===== src/rtl/fe_pcs_pkg.sv =====
package fe_pcs_pkg;
   localparam int NIB_W = 4;
   localparam int SYM_W = 5;

   typedef logic [NIB_W-1:0] nib_t;
   typedef logic [SYM_W-1:0] sym_t;

   localparam sym_t SYM_IDLE = 5'b11111;
   localparam sym_t SYM_J    = 5'b11000;
   localparam sym_t SYM_K    = 5'b10001;
   localparam sym_t SYM_T    = 5'b01101;
   localparam sym_t SYM_R    = 5'b00111;
   localparam sym_t SYM_H    = 5'b00100;

   typedef enum logic [1:0] {
      ST_IDLE = 2'd0,
      ST_K    = 2'd1,
      ST_DATA = 2'd2,
      ST_R    = 2'd3
   } frm_state_t;
endpackage


===== src/rtl/fe_tx_enc4b5b.sv =====
module fe_tx_enc4b5b
   import fe_pcs_pkg::*;
(
   input  nib_t nib,
   output sym_t code
);
   always_comb begin
      unique case (nib)
         4'h0: code = 5'b11110;
         4'h1: code = 5'b01001;
         4'h2: code = 5'b10100;
         4'h3: code = 5'b10101;
         4'h4: code = 5'b01010;
         4'h5: code = 5'b01011;
         4'h6: code = 5'b01110;
         4'h7: code = 5'b01111;
         4'h8: code = 5'b10010;
         4'h9: code = 5'b10011;
         4'hA: code = 5'b10110;
         4'hB: code = 5'b10111;
         4'hC: code = 5'b11010;
         4'hD: code = 5'b11011;
         4'hE: code = 5'b11100;
         default: code = 5'b11101;
      endcase
   end
endmodule


===== src/rtl/fe_tx_framer.sv =====
module fe_tx_framer
   import fe_pcs_pkg::*;
(
   input  logic clk,
   input  logic rst_n,
   input  logic tx_en,
   input  logic tx_er,
   input  nib_t txd,
   output sym_t sym_plain
);
   frm_state_t state_q, state_d;
   sym_t       sym_q, sym_d;
   sym_t       data_code;

   fe_tx_enc4b5b u_enc (
      .nib  (txd),
      .code (data_code)
   );

   // One decision per edge: choose the next code group and the next state.
   always_comb begin
      state_d = state_q;
      sym_d   = SYM_IDLE;
      unique case (state_q)
         ST_IDLE: begin
            if (tx_en) begin
               sym_d   = SYM_J;
               state_d = ST_K;
            end
         end
         ST_K: begin
            if (tx_en) begin
               sym_d   = SYM_K;
               state_d = ST_DATA;
            end else begin
               sym_d   = SYM_T;
               state_d = ST_R;
            end
         end
         ST_DATA: begin
            if (!tx_en) begin
               sym_d   = SYM_T;
               state_d = ST_R;
            end else if (tx_er) begin
               sym_d   = SYM_H;
            end else begin
               sym_d   = data_code;
            end
         end
         default: begin
            sym_d   = SYM_R;
            state_d = ST_IDLE;
         end
      endcase
   end

   always_ff @(posedge clk) begin
      if (!rst_n) begin
         state_q <= ST_IDLE;
         sym_q   <= SYM_IDLE;
      end else begin
         state_q <= state_d;
         sym_q   <= sym_d;
      end
   end

   assign sym_plain = sym_q;

   assert_reset_idle_R1: assert property (@(posedge clk)
      !rst_n |=> (sym_q == SYM_IDLE && state_q == ST_IDLE));

   assert_quiet_idle_R2: assert property (@(posedge clk) disable iff (!rst_n)
      (state_q == ST_IDLE && !tx_en) |=> sym_q == SYM_IDLE);

   assert_j_opens_R3: assert property (@(posedge clk) disable iff (!rst_n)
      (state_q == ST_IDLE && tx_en) |=> sym_q == SYM_J);

   assert_k_or_abort_R8: assert property (@(posedge clk) disable iff (!rst_n)
      (sym_q == SYM_J) |=> (sym_q == SYM_K || sym_q == SYM_T));

   assert_error_group_R5: assert property (@(posedge clk) disable iff (!rst_n)
      (state_q == ST_DATA && tx_en && tx_er) |=> sym_q == SYM_H);

   assert_t_then_r_R6: assert property (@(posedge clk) disable iff (!rst_n)
      (sym_q == SYM_T) |=> sym_q == SYM_R);

   assert_r_then_gap_R6: assert property (@(posedge clk) disable iff (!rst_n)
      (sym_q == SYM_R) |=> (sym_q == SYM_IDLE || sym_q == SYM_J));
endmodule


===== src/rtl/fe_tx_scrambler.sv =====
module fe_tx_scrambler
   import fe_pcs_pkg::*;
#(
   parameter int          LEN  = 11,
   parameter int          TAP  = 9,
   parameter int unsigned SEED = 'h5A5
) (
   input  logic clk,
   input  logic rst_n,
   input  sym_t sym_in,
   output sym_t sym_out
);
   localparam logic [LEN-1:0] SEED_V = LEN'(SEED);

   logic [LEN-1:0] lfsr_q;
   logic [LEN-1:0] walk;
   sym_t           key;

   // Run SYM_W feedback steps on a copy; the first bit lands in the MSB.
   always_comb begin
      logic fb;
      walk = lfsr_q;
      key  = '0;
      for (int i = 0; i < SYM_W; i++) begin
         fb                = walk[LEN-1] ^ walk[TAP-1];
         key[SYM_W-1-i]    = fb;
         walk              = {walk[LEN-2:0], fb};
      end
   end

   always_ff @(posedge clk) begin
      if (!rst_n) lfsr_q <= SEED_V;
      else        lfsr_q <= walk;
   end

   assign sym_out = sym_in ^ key;

   assert_seed_load_R9: assert property (@(posedge clk)
      !rst_n |=> lfsr_q == SEED_V);

   assert_lfsr_live_R9: assert property (@(posedge clk) disable iff (!rst_n)
      lfsr_q != '0);
endmodule


===== src/rtl/fe_tx_pcs.sv =====
module fe_tx_pcs
   import fe_pcs_pkg::*;
#(
   parameter bit          SCR_EN   = 1'b1,
   parameter int          SCR_LEN  = 11,
   parameter int          SCR_TAP  = 9,
   parameter int unsigned SCR_SEED = 'h5A5
) (
   input  logic       clk,
   input  logic       rst_n,
   input  logic       tx_en,
   input  logic       tx_er,
   input  logic [3:0] txd,
   output logic [4:0] tx_sym
);
   if (SCR_LEN < SYM_W + 1) begin : g_bad_len
      $error("fe_tx_pcs: SCR_LEN too short");
   end
   if (SCR_TAP < 1 || SCR_TAP >= SCR_LEN) begin : g_bad_tap
      $error("fe_tx_pcs: SCR_TAP out of range");
   end
   if ((SCR_SEED % (64'd1 << SCR_LEN)) == 0) begin : g_bad_seed
      $error("fe_tx_pcs: SCR_SEED must be non-zero");
   end

   sym_t plain;

   fe_tx_framer u_framer (
      .clk       (clk),
      .rst_n     (rst_n),
      .tx_en     (tx_en),
      .tx_er     (tx_er),
      .txd       (txd),
      .sym_plain (plain)
   );

   if (SCR_EN) begin : g_scr
      fe_tx_scrambler #(
         .LEN  (SCR_LEN),
         .TAP  (SCR_TAP),
         .SEED (SCR_SEED)
      ) u_scr (
         .clk     (clk),
         .rst_n   (rst_n),
         .sym_in  (plain),
         .sym_out (tx_sym)
      );
   end else begin : g_plain
      assign tx_sym = plain;
   end
endmodule


===== config.mk =====
export PLATFORM = sky130hd
export DESIGN_NAME = fe_tx_pcs
export DESIGN_NICKNAME = d
export VERILOG_FILES = /design/src/rtl/fe_pcs_pkg.sv /design/src/rtl/fe_tx_enc4b5b.sv /design/src/rtl/fe_tx_framer.sv /design/src/rtl/fe_tx_scrambler.sv /design/src/rtl/fe_tx_pcs.sv
export SDC_FILE = /design/constraint.sdc
export NUM_CORES = 1
export LEC_CHECK = 0
export ABC_AREA = 1
export BUFFER_PORTS_ARGS = -buffer_cell sky130_fd_sc_hd__clkbuf_2
export CAP_MARGIN = 30
export CORE_MARGIN = 1
export CORE_UTILIZATION = 56
export CTS_CLUSTER_DIAMETER = 200
export CTS_CLUSTER_SIZE = 12
export DETAILED_ROUTE_END_ITERATION = 6
export HOLD_SLACK_MARGIN = 0.08
export PLACE_DENSITY = 0.76
export SYNTH_ARGS = -nofsm -noshare
export SYNTH_HDL_FRONTEND = slang
export SYNTH_SLANG_ARGS = --single-unit
export TNS_END_PERCENT = 20

===== constraint.sdc =====
create_clock -name clk -period 1.8 [get_ports clk]
set_clock_uncertainty 0.1 [all_clocks]
set_input_delay 0.18 -clock clk [delete_from_list [all_inputs] [get_ports clk]]
set_output_delay 0.18 -clock clk [all_outputs]
set_load 0.01 [all_outputs]

==> key figures, run 1 <==
CTS
  – Sinks on Clock Net: 18
  – Worst-path clk slew: 100 ps
  – Clock Tree Root: clkbuf_4
  – TritonCTS Buffers: 3
  – Clk buf depth: 2
  – CTS tree: done
  – Post-CTS setup buffers: 0
  – H-tree depth: 1
  – Skew-Pair Late Insertion Delay: 280 ps

Status
  – Status: finished, final reports clean

Pwr
  – PwrDens: 1119 nW/um^2
  – Internal power: 708.6 uW
  – Combinational group share of total power: 0.288
  – Clock power share: 0.234
  – Leakage: 0.0004385 uW
  – Sw Pwr: 309.1 uW
  – Pwr Total: 1018 uW
  – Switching Fraction: 0.3038
  – Peak supply drop: 0.4321 mV
  – Seq pwr share: 0.478

Timing
  – Min setup slack post-route: 311.8 ps
  – Setup TNS: 0 ps
  – Final period utilization: 0.8268
  – Worst-margin pin slew: 276.1 ps
  – Relative slew margins: 0.8146
  – Final setup vio count: 0
  – Final hold violation count: 0
  – Slew Limit Fails: 0
  – RSZ-0062 raised after global routing: false
  – Max Clock Freq: 0.6720 GHz
  – Period minus WS final: 1488 ps

Logic synthesis
  – Synthesized area: 789.5 sq um
  – Leading area contributor after synthesis: dfxtp_1
  – Seq cells post-synth: 18
  – Register area share after synthesis: 0.4564
  – Syn. warnings: 0
  – Syn Area/Cell: 8.139 sq um
  – Post-synth net total: 109
  – Syn Inst Count: 97
  – Share of the synthesized area in the top cell type: 0.4564
  – Netlist cell types: 17
  – Synth area leaders: dfxtp_1 (46%), nand2_1 (11%), xnor2_1 (11%)

Place
  – Dpl cell area: 863.3 sq um
  – HPWL Detailed: 1027 um
  – Routability Congestion: 0.7596
  – Post-place setup slack: 487.2 ps
  – IO Port Bufs: 12

Die
  – IO Pins: 13
  – CORE AREA: 1301 sq um
  – Core Rows: 13
  – DIE AREA: 1564 sq um
  – Die X-Extent: 39.55 um
  – DIE HEIGHT: 39.55 um
  – Starting Density: 0.6067

GRT
  – First-pass GRT wire length: 2159 um
  – Initial antenna violation count: 0
  – Remaining global-route overflow: 0
  – Largest net degree at the start of global routing: 11
  – Vias in the first global route: 549
  – Total GRT Usage: 0.2059

Worst hold path
  – Min-Delay Path Class: in -> reg

Layout
  – Area growth syn-to-layout: 15.21%
  – Share of cells above drive strength 1: 0.1770
  – Reg area: 360.3 sq um
  – N_diodes: 0
  – Post-route cell area: 909.6 sq um
  – Fillers: 127
  – Post-layout util: 0.6990
  – NumNets Final: 126
  – Area of the multi-input gates: 371.6 sq um

Route
  – Vias/cell: 4.852
  – Vias: 621
  – Drt wl/cell: 10.07 um
  – Initial DRC Count: 6
  – Post-Route WL: 1289 um
  – Residual DRC count: 0
  – Detail Route Antenna Nets: 0
  – Pre-antenna DRT Iters: 4

Setup path
  – Worst setup SP type: flip-flop
  – Endpoint class of the critical path: output port
  – Worst Path Max Fanout: 2
  – Critical path required time: 1520 ps
  – Crit Path Category: reg -> out
  – Critical Path AT: 1210 ps

Flow run
  – Max-cap violations: 0
==> routing by layer <==
metal / vias up / global-route usage / part of all wire
met4: 0 / 0.05172 / 0.0093
met5: - / 0 / 0
met2: 14 / 0.3811 / 0.52
met3: 2 / 0.05114 / 0.022
met1: 275 / 0.2284 / 0.45
li1: 330 / - / -
==> power by group through the flow <==
stage          sequential [uW]  combinational (uW)  clock, uW
2_1_floorplan              489                 214          0
3_3_place_gp               495                 287          0
3_5_place_dp               496                 293          0
4_1_cts                    487                 296        240
5_1_grt                    494                 329        269
6_report                   486                 293        239
==> cell type report <==
cell class	instances	area share
clock buffers	4	0.03989
inverters	14	0.05777
multi-input cells	64	0.4085
flip-flops and latches	18	0.3961
well taps	15	0.02063
repair buffers	13	0.07703
==> kinds of logic after synthesis <==
group	Yosys count	share of synthesized area
AND/OR/NAND/NOR	43	0.2425
flip-flops	18	0.4564
adder cells (fa/ha/maj)	4	0.06339
AO/OA/AOI/OAI	7	0.05387
XOR/XNOR	10	0.1109
buffers and inverters	15	0.07289
==> what timing repair did <==
| action | in CTS | in global routing |
|---|---|---|
| endpoints found under the hold margin | 4 | 0 |
| resized for setup | 0 | 0 |
| setup endpoints to repair | 0 | 0 |
| hold buffers | 1 | 0 |
==> per-stage QoR <==
stage / hold WS, ps / cells
after floorplan: 250.0 / 97
final: 96.41 / 128
after global placement: 287.7 / 123
after global routing: 142.6 / 128
after CTS: 93.15 / 128
after detailed placement: 302.4 / 123
==> critical path: stages, from the launching register on <==
cell and delay [ps]:
dfxtp_1 340, xnor2_1 270, xnor2_1 160, clkbuf_2 150
==> cells in the final DEF, fill, tap and decap left out, drive strengths merged <==
cell / instances
a211oi: 1
a21oi: 3
clkbuf: 16
dfxtp: 18
dlygate4sd3: 1
ha: 4
inv: 14
nand2: 24
nand3: 7
nand3b: 1
nand4: 2
nor2: 5
o21ai: 3
or2: 4
xnor2: 10
==> registers in the layout, summed over array words and instances, names as in the netlist <==
name / cells
u_framer.sym_plain: 5
g_scr.u_scr.lfsr_q: 11
u_framer.state_q: 2
==> synth_stat cells <==
library cell / n
inv_1: 12
inv_2: 2
nand3_1: 7
nand4_1: 2
a211oi_2: 1
ha_1: 4
o21ai_1: 1
nand3b_1: 1
buf_2: 1
xnor2_1: 10
or2_1: 4
a21oi_1: 3
nand2_1: 24
nor2_2: 1
nor2_1: 4
dfxtp_1: 18
o21ai_0: 2
==> final timing paths <==
path / from / endpoint / slack (ps) / cells after the start
min reg2reg: g_scr.u_scr.lfsr_q[3] / g_scr.u_scr.lfsr_q[8] / 320 / 1
max: g_scr.u_scr.lfsr_q[6] / tx_sym[0] / 310 / 3
max reg2reg: u_framer.state_q[0] / u_framer.state_q[0] / 440 / 7
min: tx_er / u_framer.sym_plain[1] / 100 / 4
Note: power is estimated with default switching activity, not from simulation.
==> run 2: changes to the inputs <==
--- a/config.mk
+++ b/config.mk
@@ -9,12 +9,12 @@
 export BUFFER_PORTS_ARGS = -buffer_cell sky130_fd_sc_hd__clkbuf_2
 export CAP_MARGIN = 30
 export CORE_MARGIN = 1
-export CORE_UTILIZATION = 56
+export CORE_UTILIZATION = 47
 export CTS_CLUSTER_DIAMETER = 200
 export CTS_CLUSTER_SIZE = 12
 export DETAILED_ROUTE_END_ITERATION = 6
 export HOLD_SLACK_MARGIN = 0.08
-export PLACE_DENSITY = 0.76
+export PLACE_DENSITY = 0.68
 export SYNTH_ARGS = -nofsm -noshare
 export SYNTH_HDL_FRONTEND = slang
 export SYNTH_SLANG_ARGS = --single-unit
==> constraint.sdc (replaced) <==
create_clock -name clk -period 1.25 [get_ports clk]
set_clock_uncertainty 0.1 [all_clocks]
set_input_delay 0.125 -clock clk [delete_from_list [all_inputs] [get_ports clk]]
set_output_delay 0.125 -clock clk [all_outputs]
set_load 0.01 [all_outputs]
==> run 2 against run 1 <==
- sequential share of layout area fell by 5.0 points
- cell count rose by 8.6%
- critical path type unchanged
- first-iteration DRC count rose by 67%
- non-clock buffer count rose by 11
- highest routed layer unchanged
- the flow now finishes with violations (setup timing)
- critical path depth did not move
- total power rose by 48%
==> key figures, run 2 (synthesized netlist as in run 1, its figures left out) <==
Setup path
  – Slowest-stage cell, CP: dfxtp_4
  – Critical Path, Cell by Cell: xnor2_4 -> xnor2_1 -> buf_2
  – Worst setup SP type: flip-flop
  – Critical path required time: 1020 ps (-500 ps)
  – Reg-to-Reg Start: u_framer.state_q[0]
  – R2R setup slack: -40 ps (-480 ps)
  – CP peak stage delay: 380 ps (+40 ps)
  – Worst Path Max Fanout: 2 (unchanged)
  – Worst Setup SP: g_scr.u_scr.lfsr_q[7]
  – Crit Path Category: reg -> out
  – Critical Path AT: 1130 ps (-80 ps)
  – Endpoint class of the critical path: output port

Die
  – DIE HEIGHT: 42.99 um (+8.7%)
  – Die X-Extent: 42.99 um (+8.7%)
  – IO Pins: 13 (unchanged)
  – Core Rows: 14 (+1)
  – DIE AREA: 1848 sq um (+18%)
  – CORE AREA: 1541 sq um (+18%)
  – Starting Density: 0.5122 (-0.09456)

Status
  – Status: finished with violations
  – Failing checks: setup timing

CTS
  – Worst-path clk slew: 90 ps (about the same)
  – H-tree depth: 1 (unchanged)
  – CTS tree: done
  – Clk buf depth: 2 (unchanged)
  – Sinks on Clock Net: 18 (unchanged)
  – Clock Tree Root: clkbuf_4
  – TritonCTS Buffers: 3 (unchanged)
  – Skew-Pair Late Insertion Delay: 290 ps (about the same)

Layout
  – NumNets Final: 137 (+8.7%)
  – Area growth syn-to-layout: 36.29%
  – N_diodes: 0 (unchanged)
  – Max FFs per register: 11 (unchanged)
  – Fillers: 124 (-2.4%)
  – Top reg by flops: g_scr.u_scr.lfsr_q
  – Post-layout util: 0.6981 (-0.0009860)
  – Share of cells above drive strength 1: 0.3577 (+0.1807)
  – Commonest non-fill, non-tap cell in the layout: nand2_1
  – Most frequent cells in the layout: nand2_1 (23), inv_1 (10), dfxtp_1 (10), clkbuf_2 (10)

Timing
  – Slew Limit Fails: 0 (unchanged)
  – Final period utilization: 1.085
  – Worst-margin pin slew: 280.6 ps (+4.579 ps)
  – Period minus WS final: 1356 ps
  – Min setup slack post-route: -105.7 ps (-417.5 ps)
  – Relative slew margins: 0.8123 (-0.002348)
  – RSZ-0062 raised after global routing: true
  – Final setup vio count: 6 (+6)
  – Hold Slack: 104.9 ps (+8.483 ps)
  – Max Clock Freq: 0.7377 GHz
  – Final hold violation count: 0 (unchanged)

Route
  – Drt wl/cell: 11.97 um (+19%)
  – Initial DRC Count: 10 (+4)
  – Vias: 694 (+12%)
  – Pre-antenna DRT Iters: 6 (+2)
  – Post-Route WL: 1664 um (+29%)
  – Detail Route Antenna Nets: 0 (unchanged)
  – Residual DRC count: 0 (unchanged)
  – Vias/cell: 4.993 (+2.9%)

Worst hold path
  – HP Start: tx_en
  – Min-Delay Path Class: in -> reg

GRT
  – Total GRT Usage: 0.2142 (+0.008306)
  – First-pass GRT wire length: 2801 um (+30%)
  – Largest net degree at the start of global routing: 10 (-1)
  – Initial antenna violation count: 0 (unchanged)
  – Vias in the first global route: 708 (+29%)
  – Remaining global-route overflow: 0 (unchanged)

Pwr
  – Peak supply drop: 0.8121 mV (+88%)
  – Leakage: 0.0005036 uW (+15%)
  – PwrDens: 1404 nW/um^2 (+25%)

Place
  – Routability Congestion: 0.8336 (+9.7%)
  – HPWL Detailed: 1110 um (+8.0%)
  – IO Port Bufs: 12 (unchanged)

Flow run
  – Max-cap violations: 0 (unchanged)
run 2: worst paths after layout:
path,end,cells after the start
max,tx_sym[3],3
max reg2reg,u_framer.state_q[0],7
min,u_framer.sym_plain[3],4
min reg2reg,g_scr.u_scr.lfsr_q[8],1
run 2: critical path: cells and delay by family (launching register included):
kind | cells | cell delay (ps)
DFF | 1 | 380
buffers and inverters | 1 | 150
xor gates and xnor gates | 2 | 310
run 2: final cells by class:
| type | instances | area [sq um] | area share |
|---|---|---|---|
| Timing Repair Buffer | 24 | 167.7 | 0.1558 |
| Multi-Input combinational cell | 64 | 440.4 | 0.4093 |
| Sequential cell | 18 | 372.9 | 0.3465 |
| Tap cell | 16 | 20.02 | 0.01860 |
| Inverter | 14 | 52.55 | 0.04884 |
| Clock buffer | 3 | 22.52 | 0.02093 |
run 2: per-stage QoR:
stage	setup TNS [ps]	worst slack (ps)	total power, uW	area [sq um]	std cells
after global placement	-77.51	-33.48	1134	872.1	125
after CTS	-588.9	-116.8	1494	1039	138
after detailed placement	-338.1	-92.71	1148	872.1	125
after floorplan	0	43.99	1012	789.5	97
after global routing	-1199	-168.9	1621	1076	139
final	-503.5	-105.7	1511	1076	139
run 2: timing repair:
item / CTS / global route
setup buffers: 3 / 1
pin swaps: 7 / 3
setup endpoints to repair: 12 / 12
resized for setup: 16 / 9
endpoints found under the hold margin: 8 / 0
hold buffers: 7 / 0
run 2: power by group:
part | internal, uW | switching, uW | total (uW)
combinational | 257 | 264 | 521
clock | 112 | 164 | 276
sequential | 659 | 54.0 | 713
run 2: routing by layer:
layer | up-vias | GRT usage | wire length [um]
met5 | - | 0 | 0
met2 | 21 | 0.3818 | 892
met3 | 7 | 0.07660 | 80
li1 | 351 | - | -
met1 | 315 | 0.2084 | 632
met4 | 0 | 0.1273 | 59
==> run 3: changes to the inputs <==
--- a/config.mk
+++ b/config.mk
@@ -7,14 +7,14 @@
 export LEC_CHECK = 0
 export ABC_AREA = 1
 export BUFFER_PORTS_ARGS = -buffer_cell sky130_fd_sc_hd__clkbuf_2
-export CAP_MARGIN = 30
 export CORE_MARGIN = 1
-export CORE_UTILIZATION = 47
+export CORE_UTILIZATION = 45
 export CTS_CLUSTER_DIAMETER = 200
 export CTS_CLUSTER_SIZE = 12
 export DETAILED_ROUTE_END_ITERATION = 6
 export HOLD_SLACK_MARGIN = 0.08
-export PLACE_DENSITY = 0.68
+export PLACE_DENSITY = 0.66
+export REMOVE_ABC_BUFFERS = 1
 export SYNTH_ARGS = -nofsm -noshare
 export SYNTH_HDL_FRONTEND = slang
 export SYNTH_SLANG_ARGS = --single-unit
==> run 3 against run 2 <==
- the run still ends with setup timing left
- setup slack got worse by 3.5 ps
- via count is 4.3% lower
- critical path depth unchanged
- critical path type unchanged
- largest power group unchanged
==> key figures, run 3 (synthesized netlist as in run 1, its figures left out) <==
Status
  – Status: finished with violations
  – Failing checks: setup timing

Place
  – HPWL Detailed: 1123 um (+1.2%)
  – Routability Congestion: 0.7651 (-8.2%)
  – IO Port Bufs: 12 (unchanged)
  – Dpl cell area: 879.6 sq um (+0.86%)
  – Post-place setup slack: -61.22 ps (+31.49 ps)
  – Dpl cells: 126 (+0.80%)

Route
  – Drt wl/cell: 10.94 um (-8.6%)
  – Pre-antenna DRT Iters: 6 (unchanged)
  – Detail Route Antenna Nets: 0 (unchanged)
  – Initial DRC Count: 16 (+6)
  – Vias/cell: 4.777 (-4.3%)
  – Vias: 664 (-4.3%)
  – Post-Route WL: 1521 um (-8.6%)
  – Residual DRC count: 0 (unchanged)

Layout
  – NumNets Final: 136 (-0.73%)
  – Post-route cell area: 1102 sq um (+2.4%)
  – Share of cells above drive strength 1: 0.3577 (unchanged)
  – Area growth syn-to-layout: 39.62%
  – N_diodes: 0 (unchanged)
  – Most frequent cells in the layout: nand2_1 (23), dfxtp_1 (11), inv_1 (10), clkbuf_2 (9)
  – Final cell count without fillers: 139 (unchanged)
  – Top reg by flops: g_scr.u_scr.lfsr_q
  – Max FFs per register: 11 (unchanged)
  – Commonest non-fill, non-tap cell in the layout: nand2_1

GRT
  – Remaining global-route overflow: 0 (unchanged)
  – Largest net degree at the start of global routing: 11 (+1)
  – Total GRT Usage: 0.1866 (-0.02764)
  – Vias in the first global route: 574 (-19%)
  – First-pass GRT wire length: 2539 um (-9.4%)
  – Initial antenna violation count: 0 (unchanged)

Worst hold path
  – Min-Delay Path Class: reg -> reg

Timing
  – Period minus WS final: 1359 ps (+3.475 ps)
  – Worst-margin pin slew: 214.7 ps (-65.99 ps)
  – Max Clock Freq: 0.7358 GHz (-0.26%)
  – Slew Limit Fails: 0 (unchanged)
  – Final setup vio count: 6 (unchanged)
  – RSZ-0062 raised after global routing: true
  – Min setup slack post-route: -109.1 ps (-3.475 ps)
  – Final hold violation count: 0 (unchanged)
  – Setup TNS: -464.2 ps (+39.26 ps)
  – Final period utilization: 1.087 (+0.002780)
  – Relative slew margins: 0.8564 (+0.04415)

Pwr
  – Switching Fraction: 0.3072 (-0.01174)
  – Combinational group share of total power: 0.331 (-0.014)
  – Seq pwr share: 0.451 (-0.021)
  – Peak supply drop: 0.9286 mV (+14%)
  – Internal power: 1102 uW (+7.1%)
  – Pwr Total: 1590 uW (+5.3%)
  – Leakage: 0.0005138 uW (+2.0%)
  – Clock power share: 0.218 (+0.035)
  – Sw Pwr: 488.5 uW (+1.4%)
  – PwrDens: 1443 nW/um^2 (+2.8%)

Die
  – CORE AREA: 1577 sq um (+2.3%)
  – IO Pins: 13 (unchanged)
  – Starting Density: 0.5008 (-0.01138)
  – DIE AREA: 1926 sq um (+4.2%)
  – DIE HEIGHT: 43.89 um (+2.1%)
  – Core Rows: 14 (unchanged)
  – Die X-Extent: 43.89 um (+2.1%)

CTS
  – Worst-path clk slew: 90 ps (about the same)
  – H-tree depth: 1 (unchanged)
  – CTS tree: done
  – TritonCTS Buffers: 3 (unchanged)
  – Sinks on Clock Net: 18 (unchanged)
  – Clock Tree Root: clkbuf_4
  – Skew-Pair Late Insertion Delay: 290 ps (about the same)
  – Clk buf depth: 2 (unchanged)

Setup path
  – Critical path required time: 1020 ps (about the same)
  – Worst Path Max Fanout: 2 (unchanged)
  – Critical Path AT: 1130 ps (about the same)
  – Crit Path Category: reg -> out
  – Endpoint class of the critical path: output port
  – Worst setup SP type: flip-flop

Flow run
  – Max-cap violations: 0 (unchanged)
==> run 3: power by group through the flow <==
stage	sequential [uW]	clock, uW	combinational (uW)
floorplan	704	0	304
finish	717	347	527
detailed placement	713	0	439
global placement	712	0	432
global route	726	389	594
CTS	713	366	504
==> run 3: worst max-delay path: stages, from the launching register on <==
cell and delay (ps):
dfxtp_4 380, xnor2_4 200, xnor2_2 130, buf_2 140
==> run 3: final cells by class <==
cell class                 count  area, sq um
fill                         131        474.2
tap                           16        20.02
timing repair buffer          23        160.2
multi-input combinational     64        459.2
clock buffer                   4        36.28
inverter                      14        52.55
sequential                    18        374.1
==> run 3: layer usage <==
layer	track usage	wire length, um
met5	0	0
met1	0.2294	695
met3	0.06250	60
met2	0.3015	754
met4	0.07273	10
==> run 3: repair_timing <==
| action | 4_1_cts | 5_1_grt |
|---|---|---|
| endpoints found under the hold margin | 8 | 0 |
| resized for setup | 18 | 10 |
| pin swaps | 8 | 2 |
| hold buffers | 7 | 0 |
| endpoints found under the setup margin | 11 | 12 |
| buffers inserted | 2 | 0 |
==> run 3: path summary, 6_finish.rpt <==
kind,start,to,slack [ps],cells past startpoint
worst max register to register,u_framer.state_q[0],u_framer.state_q[0],-40,7
worst min register to register,g_scr.u_scr.lfsr_q[3],g_scr.u_scr.lfsr_q[8],310,1
worst min-delay path,g_scr.u_scr.lfsr_q[3],g_scr.u_scr.lfsr_q[8],310,1
worst max-delay path,g_scr.u_scr.lfsr_q[8],tx_sym[2],-110,3
==> run 3: metrics by stage <==
step / hold slack, ps / utilization
6_report: 314.7 / 0.6992
3_5_place_dp: 292.3 / 0.5579
2_1_floorplan: 93.71 / -
4_1_cts: 317.8 / 0.6810
3_3_place_gp: 291.0 / 0.5579
5_1_grt: 339.2 / 0.6992
